### src/rtl/core_ctl_regs.sv
module core_ctl_regs #(
  parameter int MEM_MB = 128,
  parameter int AW     = 12
) (
  input  logic          clk,
  input  logic          rst_n,
  input  logic          rd_en,
  input  logic          wr_en,
  input  logic [AW-1:0] addr,
  input  logic [31:0]   wdata,
  output logic [31:0]   rdata,
  output logic          led,
  output logic          remap,
  output logic          rst_req,
  output logic          cm_int,
  output logic          err
);
  localparam int IW = AW - 2;
  localparam logic [15:0] KEY = 16'hA05F;
  localparam logic [7:0] SIZE_CODE = (MEM_MB >= 256) ? 8'h10 : (MEM_MB >= 128) ? 8'h0C :
                                     (MEM_MB >= 64)  ? 8'h08 : (MEM_MB >= 32)  ? 8'h04 : 8'h00;
  localparam logic [7:0] SIZE_BYTE = (MEM_MB >= 256) ? 8'd64 : (MEM_MB >= 128) ? 8'd32 :
                                     (MEM_MB >= 64)  ? 8'd16 : (MEM_MB >= 32)  ? 8'd4  : 8'd2;
  localparam logic [31:0] SDR_RST = 32'h00011122 | {24'h0, SIZE_CODE};

  localparam logic [IW-1:0] I_ID = IW'(0),   I_PROC = IW'(1),  I_OSC = IW'(2),   I_CTRL = IW'(3);
  localparam logic [IW-1:0] I_STAT = IW'(4), I_LOCK = IW'(5),  I_AUX = IW'(7),   I_SDR = IW'(8);
  localparam logic [IW-1:0] I_INIT = IW'(9), I_FLG = IW'(12),  I_FLGC = IW'(13), I_NVF = IW'(14);
  localparam logic [IW-1:0] I_NVFC = IW'(15), I_IST = IW'(16), I_IRAW = IW'(17), I_IEN = IW'(18);
  localparam logic [IW-1:0] I_IENC = IW'(19), I_SWS = IW'(20), I_SWC = IW'(21),  I_FST = IW'(24);
  localparam logic [IW-1:0] I_FRAW = IW'(25), I_FEN = IW'(26), I_FENC = IW'(27);

  logic [IW-1:0] idx;
  logic [31:0] osc_q, aux_q, sdr_q, init_q, flg_q, nvf_q, ien_q, fen_q;
  logic [15:0] lock_q;
  logic        soft_q, unlocked, in_volt, in_spd;
  logic        rd_ok, wr_ok;
  logic [31:0] rd_val;

  assign idx      = addr[AW-1:2];
  assign unlocked = (lock_q == KEY);
  assign in_volt  = (idx >= IW'(32)) && (idx <= IW'(35));
  assign in_spd   = (idx >= IW'(64)) && (idx <= IW'(127));
  assign cm_int   = soft_q & (ien_q[0] | fen_q[0]);

  function automatic logic [7:0] spd_byte(input logic [4:0] i);
    case (i)
      5'd0:  return 8'd128;
      5'd1:  return 8'd8;
      5'd2:  return 8'd4;
      5'd3:  return 8'd11;
      5'd4:  return 8'd9;
      5'd5:  return 8'd1;
      5'd6:  return 8'd64;
      5'd8:  return 8'd2;
      5'd9:  return 8'hA0;
      5'd10: return 8'hA0;
      5'd13: return 8'd8;
      5'd15: return 8'd1;
      5'd16: return 8'h0E;
      5'd17: return 8'd4;
      5'd18: return 8'h1C;
      5'd19: return 8'd1;
      5'd20: return 8'd2;
      5'd21: return 8'h20;
      5'd22: return 8'hC0;
      5'd27: return 8'h30;
      5'd28: return 8'h28;
      5'd29: return 8'h30;
      5'd30: return 8'h28;
      5'd31: return SIZE_BYTE;
      default: return 8'd0;
    endcase
  endfunction

  always_comb begin
    rd_ok  = 1'b1;
    rd_val = 32'h0;
    if (in_volt) begin
      rd_val = 32'h0;
    end else if (in_spd) begin
      rd_val = idx[5] ? 32'h0 : {24'h0, spd_byte(idx[4:0])};
    end else begin
      case (idx)
        I_ID:   rd_val = 32'h411A3001;
        I_PROC: rd_val = 32'h0;
        I_OSC:  rd_val = osc_q;
        I_CTRL: rd_val = {29'h0, remap, 1'b0, led};
        I_STAT: rd_val = 32'h00100000;
        I_LOCK: rd_val = unlocked ? 32'h0001A05F : {16'h0, lock_q};
        I_AUX:  rd_val = aux_q;
        I_SDR:  rd_val = sdr_q;
        I_INIT: rd_val = init_q;
        I_FLG:  rd_val = flg_q;
        I_NVF:  rd_val = nvf_q;
        I_IST:  rd_val = {31'h0, soft_q} & ien_q;
        I_IRAW: rd_val = {31'h0, soft_q};
        I_IEN:  rd_val = ien_q;
        I_SWS:  rd_val = {31'h0, soft_q};
        I_FST:  rd_val = {31'h0, soft_q} & fen_q;
        I_FRAW: rd_val = {31'h0, soft_q};
        I_FEN:  rd_val = fen_q;
        default: rd_ok = 1'b0;
      endcase
    end
  end

  always_comb begin
    wr_ok = 1'b1;
    if (!in_volt) begin
      case (idx)
        I_OSC, I_CTRL, I_LOCK, I_AUX, I_SDR, I_INIT, I_FLG, I_FLGC, I_NVF, I_NVFC,
        I_IEN, I_IENC, I_SWS, I_SWC, I_FEN, I_FENC: wr_ok = 1'b1;
        default: wr_ok = 1'b0;
      endcase
    end
  end

  always_ff @(posedge clk) begin
    if (!rst_n) begin
      rdata   <= 32'h0;
      err     <= 1'b0;
      rst_req <= 1'b0;
    end else begin
      if (rd_en) rdata <= rd_ok ? rd_val : 32'h0;
      err     <= (rd_en && !rd_ok) || (wr_en && !wr_ok);
      rst_req <= wr_en && (idx == I_CTRL) && wdata[3];
    end
  end

  always_ff @(posedge clk) begin
    if (!rst_n) begin
      osc_q  <= 32'h01000048;
      aux_q  <= 32'h0007FEFF;
      sdr_q  <= SDR_RST;
      init_q <= 32'h00000112;
      lock_q <= 16'h0;
      led    <= 1'b0;
      remap  <= 1'b0;
      flg_q  <= 32'h0;
      nvf_q  <= 32'h0;
      ien_q  <= 32'h0;
      fen_q  <= 32'h0;
      soft_q <= 1'b0;
    end else if (wr_en && !in_volt) begin
      case (idx)
        I_OSC:  if (unlocked) osc_q <= wdata;
        I_AUX:  if (unlocked) aux_q <= wdata;
        I_CTRL: begin led <= wdata[0]; remap <= wdata[2]; end
        I_LOCK: lock_q <= wdata[15:0];
        I_SDR:  sdr_q  <= wdata;
        I_INIT: init_q <= wdata;
        I_FLG:  flg_q  <= flg_q | wdata;
        I_FLGC: flg_q  <= flg_q & ~wdata;
        I_NVF:  nvf_q  <= nvf_q | wdata;
        I_NVFC: nvf_q  <= nvf_q & ~wdata;
        I_IEN:  ien_q  <= ien_q | wdata;
        I_IENC: ien_q  <= ien_q & ~wdata;
        I_FEN:  fen_q  <= fen_q | wdata;
        I_FENC: fen_q  <= fen_q & ~wdata;
        I_SWS:  if (wdata[0]) soft_q <= 1'b1;
        I_SWC:  if (wdata[0]) soft_q <= 1'b0;
        default: ;
      endcase
    end
  end
endmodule

### config.mk
export PLATFORM = sky130hd
export DESIGN_NAME = core_ctl_regs
export DESIGN_NICKNAME = d
export VERILOG_FILES = /design/src/rtl/core_ctl_regs.sv
export SDC_FILE = /design/constraint.sdc
export NUM_CORES = 1
export LEC_CHECK = 0
export ABC_CLOCK_PERIOD_IN_PS = 2900
export BUFFER_PORTS_ARGS = -buffer_cell sky130_fd_sc_hd__buf_2
export CORE_MARGIN = 1
export CORE_UTILIZATION = 45
export CTS_BUF_LIST = sky130_fd_sc_hd__clkbuf_16
export DETAILED_ROUTE_END_ITERATION = 6
export PLACE_DENSITY = 0.7
export SLEW_MARGIN = 40
export SYNTH_ARGS = -nofsm -noshare
export SYNTH_HDL_FRONTEND = slang
export SYNTH_SLANG_ARGS = --single-unit
export TNS_END_PERCENT = 5
### constraint.sdc
create_clock -name clk -period 2.9 [get_ports clk]
set_input_delay 0.145 -clock clk [delete_from_list [all_inputs] [get_ports clk]]
set_output_delay 0.145 -clock clk [all_outputs]
set_load 0.005 [all_outputs]
# After elaboration in Yosys (flattened, before gate mapping)
# Memories as Yosys holds them, arrays and structs flattened.
# Index checks and enable logic that the tools add are counted.
[classes]
order_cmp = 4
eq_ne = 25
muxes = 18
n_bitwise = 13
n_reduce_logical = 31
[ops]
columns = ["op", "count"]
rows = [
  ["case mux 32 bit (15 select lines)", 1],
  ["case mux 32 bit (2 select lines)", 4],
  ["bitwise AND 32 bit", 4],
  ["bitwise OR 32 bit", 4],
  ["== test 10 x 5 -> 1 bit (second input constant)", 10],
  ["two-way mux 32 bit", 3],
  ["bitwise AND 1 x 32 -> 32 bit", 2],
  ["== test 10 x 4 -> 1 bit (second input constant)", 6],
  ["inverter 32 bit", 1],
  ["== test 10 x 3 -> 1 bit (second input constant)", 3],
  ["== test 10 x 2 -> 1 bit (second input constant)", 2],
  ["OR reduction 18 bit", 1],
  ["two-way mux 17 bit", 1],
  ["== test 16 bit (second input constant)", 1],
  ["AND reduction 2 bit", 8],
  ["== test 10 x 1 -> 1 bit (second input constant)", 1],
  [">= comparator 10 x 6 -> 1 bit (second input constant)", 1],
  [">= comparator 10 x 7 -> 1 bit (second input constant)", 1],
  ["less-or-equal comparator 10 x 6 -> 1 bit (second input constant)", 1],
  ["less-or-equal comparator 10 x 7 -> 1 bit (second input constant)", 1],
  ["logical NOT 10 bit", 1],
  ["nonzero test 2 bit", 5],
  ["two-way mux 8 bit", 1],
  ["logical AND 1 bit", 7],
  ["11 further kinds", 21],
]
[totals]
register_bits = 309
rom_bits = 288
in_bits = 48
memories = 2
[memory_table]
columns = ["memory", "depth", "word_bits", "read_ports", "rd_ports_with_merged_regs", "wr", "line", "rtl"]
rows = [
  ["(no name shown)", 32, 8, 1, 0, 0, "47", "case (i)"],
  ["(no name shown)", 32, 1, 1, 0, 0, "111", "case (idx)"],
]

# Longest topological paths before layout
[logic_depth]
ltp_word = 8
depth_mapped = 11
mapped_depth_nobuf = 8

# Least setup slack after synthesis
# Ideal clock, no wire load.
[synth_path]
path_type = "input -> register"
start = "input addr[3]"
end = "register lock_q[10]"
setup_time_ns = 0.128
arrival_ns = 2.028
required_ns = 2.772
path_slack_ns = 0.745
path_stages = 9
cell_sequence = "inv_1 ha_1 clkbuf_1 clkbuf_1 buf_1 nand4_2 buf_2 mux2i_1 nor2_1"
[synth_via]
elab_chain_len = 5
elab_cells_between_ends = 7
classes_between = "order compare: 2; eq/ne: 1; reduce/logical: 4"
[synth_rtl]
columns = ["item", "line", "rtl"]
rows = [
  ["start, declared", "9", "input logic [AW-1:0] addr,"],
  [">= comparator 10 x 6 -> 1 bit / less-or-equal comparator 10 x 6 -> 1 bit (equally long branches)", "42", "assign in_volt = (idx >= IW'(32)) && (idx <= IW'(35));"],
  ["logical AND 1 bit", "42", ""],
  ["logical NOT 1 bit", "145", "end else if (wr_en && !in_volt) begin"],
  ["logical AND 1 bit", "145", ""],
  ["AND reduction 2 bit (no line) *", "n/a", ""],
  ["end signal, assigned", "150", "I_LOCK: lock_q <= wdata[15:0];"],
  ["end, declared", "35", "logic [15:0] lock_q;"],
]
# Mark *: on every way between the ends. The rest lies on a longest branch, timed or not.
# A chain may end at the register's enable or synchronous reset.

# Worst setup path in the final report
[layout_path]
start = "register lock_q[10]"
end = "register osc_q[1]"
[layout_via]
elab_chain_len = 2
[layout_rtl]
columns = ["item", "line", "rtl"]
rows = [
  ["== test 16 bit", "41", "assign unlocked = (lock_q == KEY);"],
  ["AND reduction 3 bit (no line)", "n/a", ""],
  ["end signal, assigned", "147", "I_OSC: if (unlocked) osc_q <= wdata;"],
  ["end, declared", "34", "logic [31:0] osc_q, aux_q, sdr_q, init_q, flg_q, nvf_q, ien_q, fen_q;"],
]
# Every way passes these cells.

==> flow_summary.yaml <==
setup_path:
  startpoint_type: "flop"
  path_class: "flop to flop"
  cp.required_ns: 3.38
  cpMostUsedCell: "nand2_1"
  path_delay_family: "simple AND/OR/NAND/NOR gates"
  cp_max_fo: 32
  max_stage_delay_ns: 0.62
  crit_buf_inv: 1
  cp.arrival_ns: 2.91
  critical_path.slowest_cell: "nor3_1"
  end_kind: "flop"
  crit_chain: "nor4b_1, nand2_1, nor3_1, nor3b_4, buf_12, nand2_1, a21oi_1"
routing:
  post-route-drc-count: 0
  drt-wirelength-per-cell_um: 22.7
  wirelength_mm: 50.1
  antenna_left: 0
  first_pass_iters: 6
  drtIter0Drc: 1612
  vias: 13765
  vias_per_cell: 6.25
timing:
  min_period_ns: 2.43
  grt_setup_unrepaired: "false"
  worst_pin_slew_ns: 0.725
  slew_headroom_pct: 51.3
  fin_setup_tns_ns: 0
  maxSlewViolCount: 0
  max_freq_mhz: 411
  hold_violations: 0
  clock-skew-final_ns: 0.0114
  fin_crit_sh_pct: 83.8
  worst_slack_ns: 0.469
  final-setup-viol-count: 0
layout:
  fin_nets: 1839
  area_growth_pct: 15.6
  seqCellArea_um2: 6190
  final_cell_mix: "412 x nand2_1, 309 x dfxtp_1, 203 x a21oi_1"
  fillCellCount: 2869
  final_common_cell: "nand2_1"
  final_area_um2: 16200
  diodes: 0
  drive_gt1_share_pct: 15.2
  multiInputGateArea_um2: 7090
  post-route-util_pct: 52.9
clock_network:
  h-tree-depth: 1
  clock-sinks: 309
  cts_tree: "yes"
  clk-insertion-delay-late_ns: 0.57
  clk_pin_slew_ns: 0.07
  clock_path_buffers: 3
  clockRootBuffer: "clkbuf_16"
  cts_buffers: 31
  cts_setup_buffers: 0
pwr:
  p_leak_nw: 5.97
  power_mw: 8.67
  ir_worst_vdd_mv: 0.441
  powerDensity_nw_per_um2: 534
yosys:
  synth_compound_area_share_pct: 25.9
  synthesis.nets: 1795
  yosys_register_bits: 309
  ys_types: 73
  yosysSeqAreaShare_pct: 44.0
  synth_top_family_by_area: "compound AO/OA/AOI/OAI gates"
  synth-adder-area-share_pct: 0.624
  syn_area_per_cell_um2: 8.07
  yosys_warnings: 0
  synth_xor_area_share_pct: 0.0624
  synth_simple_gate_area_share_pct: 19.3
  synth_mux_area_share_pct: 4.18
  synth.cell_area_um2: 14000
  synth_edf_count: 0
  async_flop_share_pct: 0
  synth_ff_type: "dfxtp_1"
  syn_inst: 1740
floorplanning:
  start_util_pct: 45.8
  fp.dieH_um: 179
  die_w_um: 179
  rows: 64
  num_io_pins: 85
  coreArea_um2: 30700
  die_area_um2: 31900
global_route:
  grt_pass1_vias: 12831
  grt_max_degree: 116
  grt.overflow.total: 0
  grt_pass1_wl_mm: 75.3
  grt_use_total_pct: 31.0
  grt_antenna_before_repair: 0
placement:
  dp_hpwl_mm: 32.0
  gp_congestion: 0.947
  portBuffers: 82
  pre_cts_ws_ns: 0.390
  placed_cell_area_um2: 15000
min_path:
  hp-class: "input port to flop"
run:
  maxCapViolCount: 0
status:
  status: "complete, no violations"
metrics by stage:
stage,hold WS [ns],std cells
after CTS,0.0215,2204
after detailed placement,0.442,2114
final,0.0478,2204
after floorplan,0.333,1740
after global placement,0.437,2114
after global routing,0.0442,2204
metal layers:
metal / routed length, µm / vias to the layer above / track usage, %
met2: 22200 / 774 / 48.7
met3: 5310 / 150 / 5.98
met1: 20400 / 6538 / 41.3
met5: 0 / - / 0
li1: - / 6303 / -
met4: 2160 / 0 / 13.0
synthesized netlist by cell type, drive strengths merged (17+ instances only):
master  instances  area share [%]
a222oi         26             1.9
dfxtp         309              44
a31oi          17            0.76
a31o           25             1.6
nor3           18            0.83
a221oi         25             1.6
o21ai          53             1.9
a22o           24             1.5
nand3          69             2.5
nand2         422              11
mux2i          53             3.8
a21oi         216             8.0
a22oi          28             1.5
buf            55             2.0
a311oi         33             2.1
nor2           65             1.8
a211oi         44             2.4
clkbuf        134             3.6
path summary, 6_finish.rpt:
check | end | start | cells after the start | slack, ns
setup / recovery | osc_q[1] | lock_q[10] | 7 | 0.47
hold / removal | rdata[4] | rd_en | 3 | 0.05
setup reg to reg | osc_q[1] | lock_q[10] | 7 | 0.47
hold reg to reg | osc_q[28] | osc_q[28] | 2 | 0.45
worst min-delay path: cells and delay by family:
kind / cells / cell delay (ns)
AND/OR/NAND/NOR: 1 / 0.04
buffers and inverters: 1 / 0.21
AO/OA/AOI/OAI: 1 / 0.17
report_power, final:
part | switching [mW] | internal [mW] | leakage (nW) | total, mW
Combinational | 0.449 | 0.171 | 2.99 | 0.620
Sequential | 0.00114 | 4.25 | 2.49 | 4.25
Clock | 1.70 | 2.10 | 0.490 | 3.80
Total | 2.15 | 6.52 | 5.97 | 8.67
layout make-up:
cell class / count / area share [%]
clock buffer: 31 / 4.78
clock inverter: 26 / 1.01
inverter: 10 / 0.262
multi-input combinational: 1232 / 43.7
sequential: 309 / 38.1
tap: 396 / 3.05
timing repair buffer: 200 / 9.13
cell families (layout without fill, tap and decap cells):
kind of cell               count (synthesis)  in the layout
and+or+nand+nor                          630            630
adders and majority gates                  7              7
buffers and inverters                    199            267
DFF                                      309            309
AOI/OAI and AO/OA                        537            537
muxes                                     57             57
xor gates and xnor gates                   1              1
timing repair:
item | 4_1_cts | 5_1_grt
gates resized for setup | 0 | 0
hold buffers | 33 | 0
endpoints found under the hold margin | 233 | 0
Note: power is estimated with default switching activity, not from simulation.
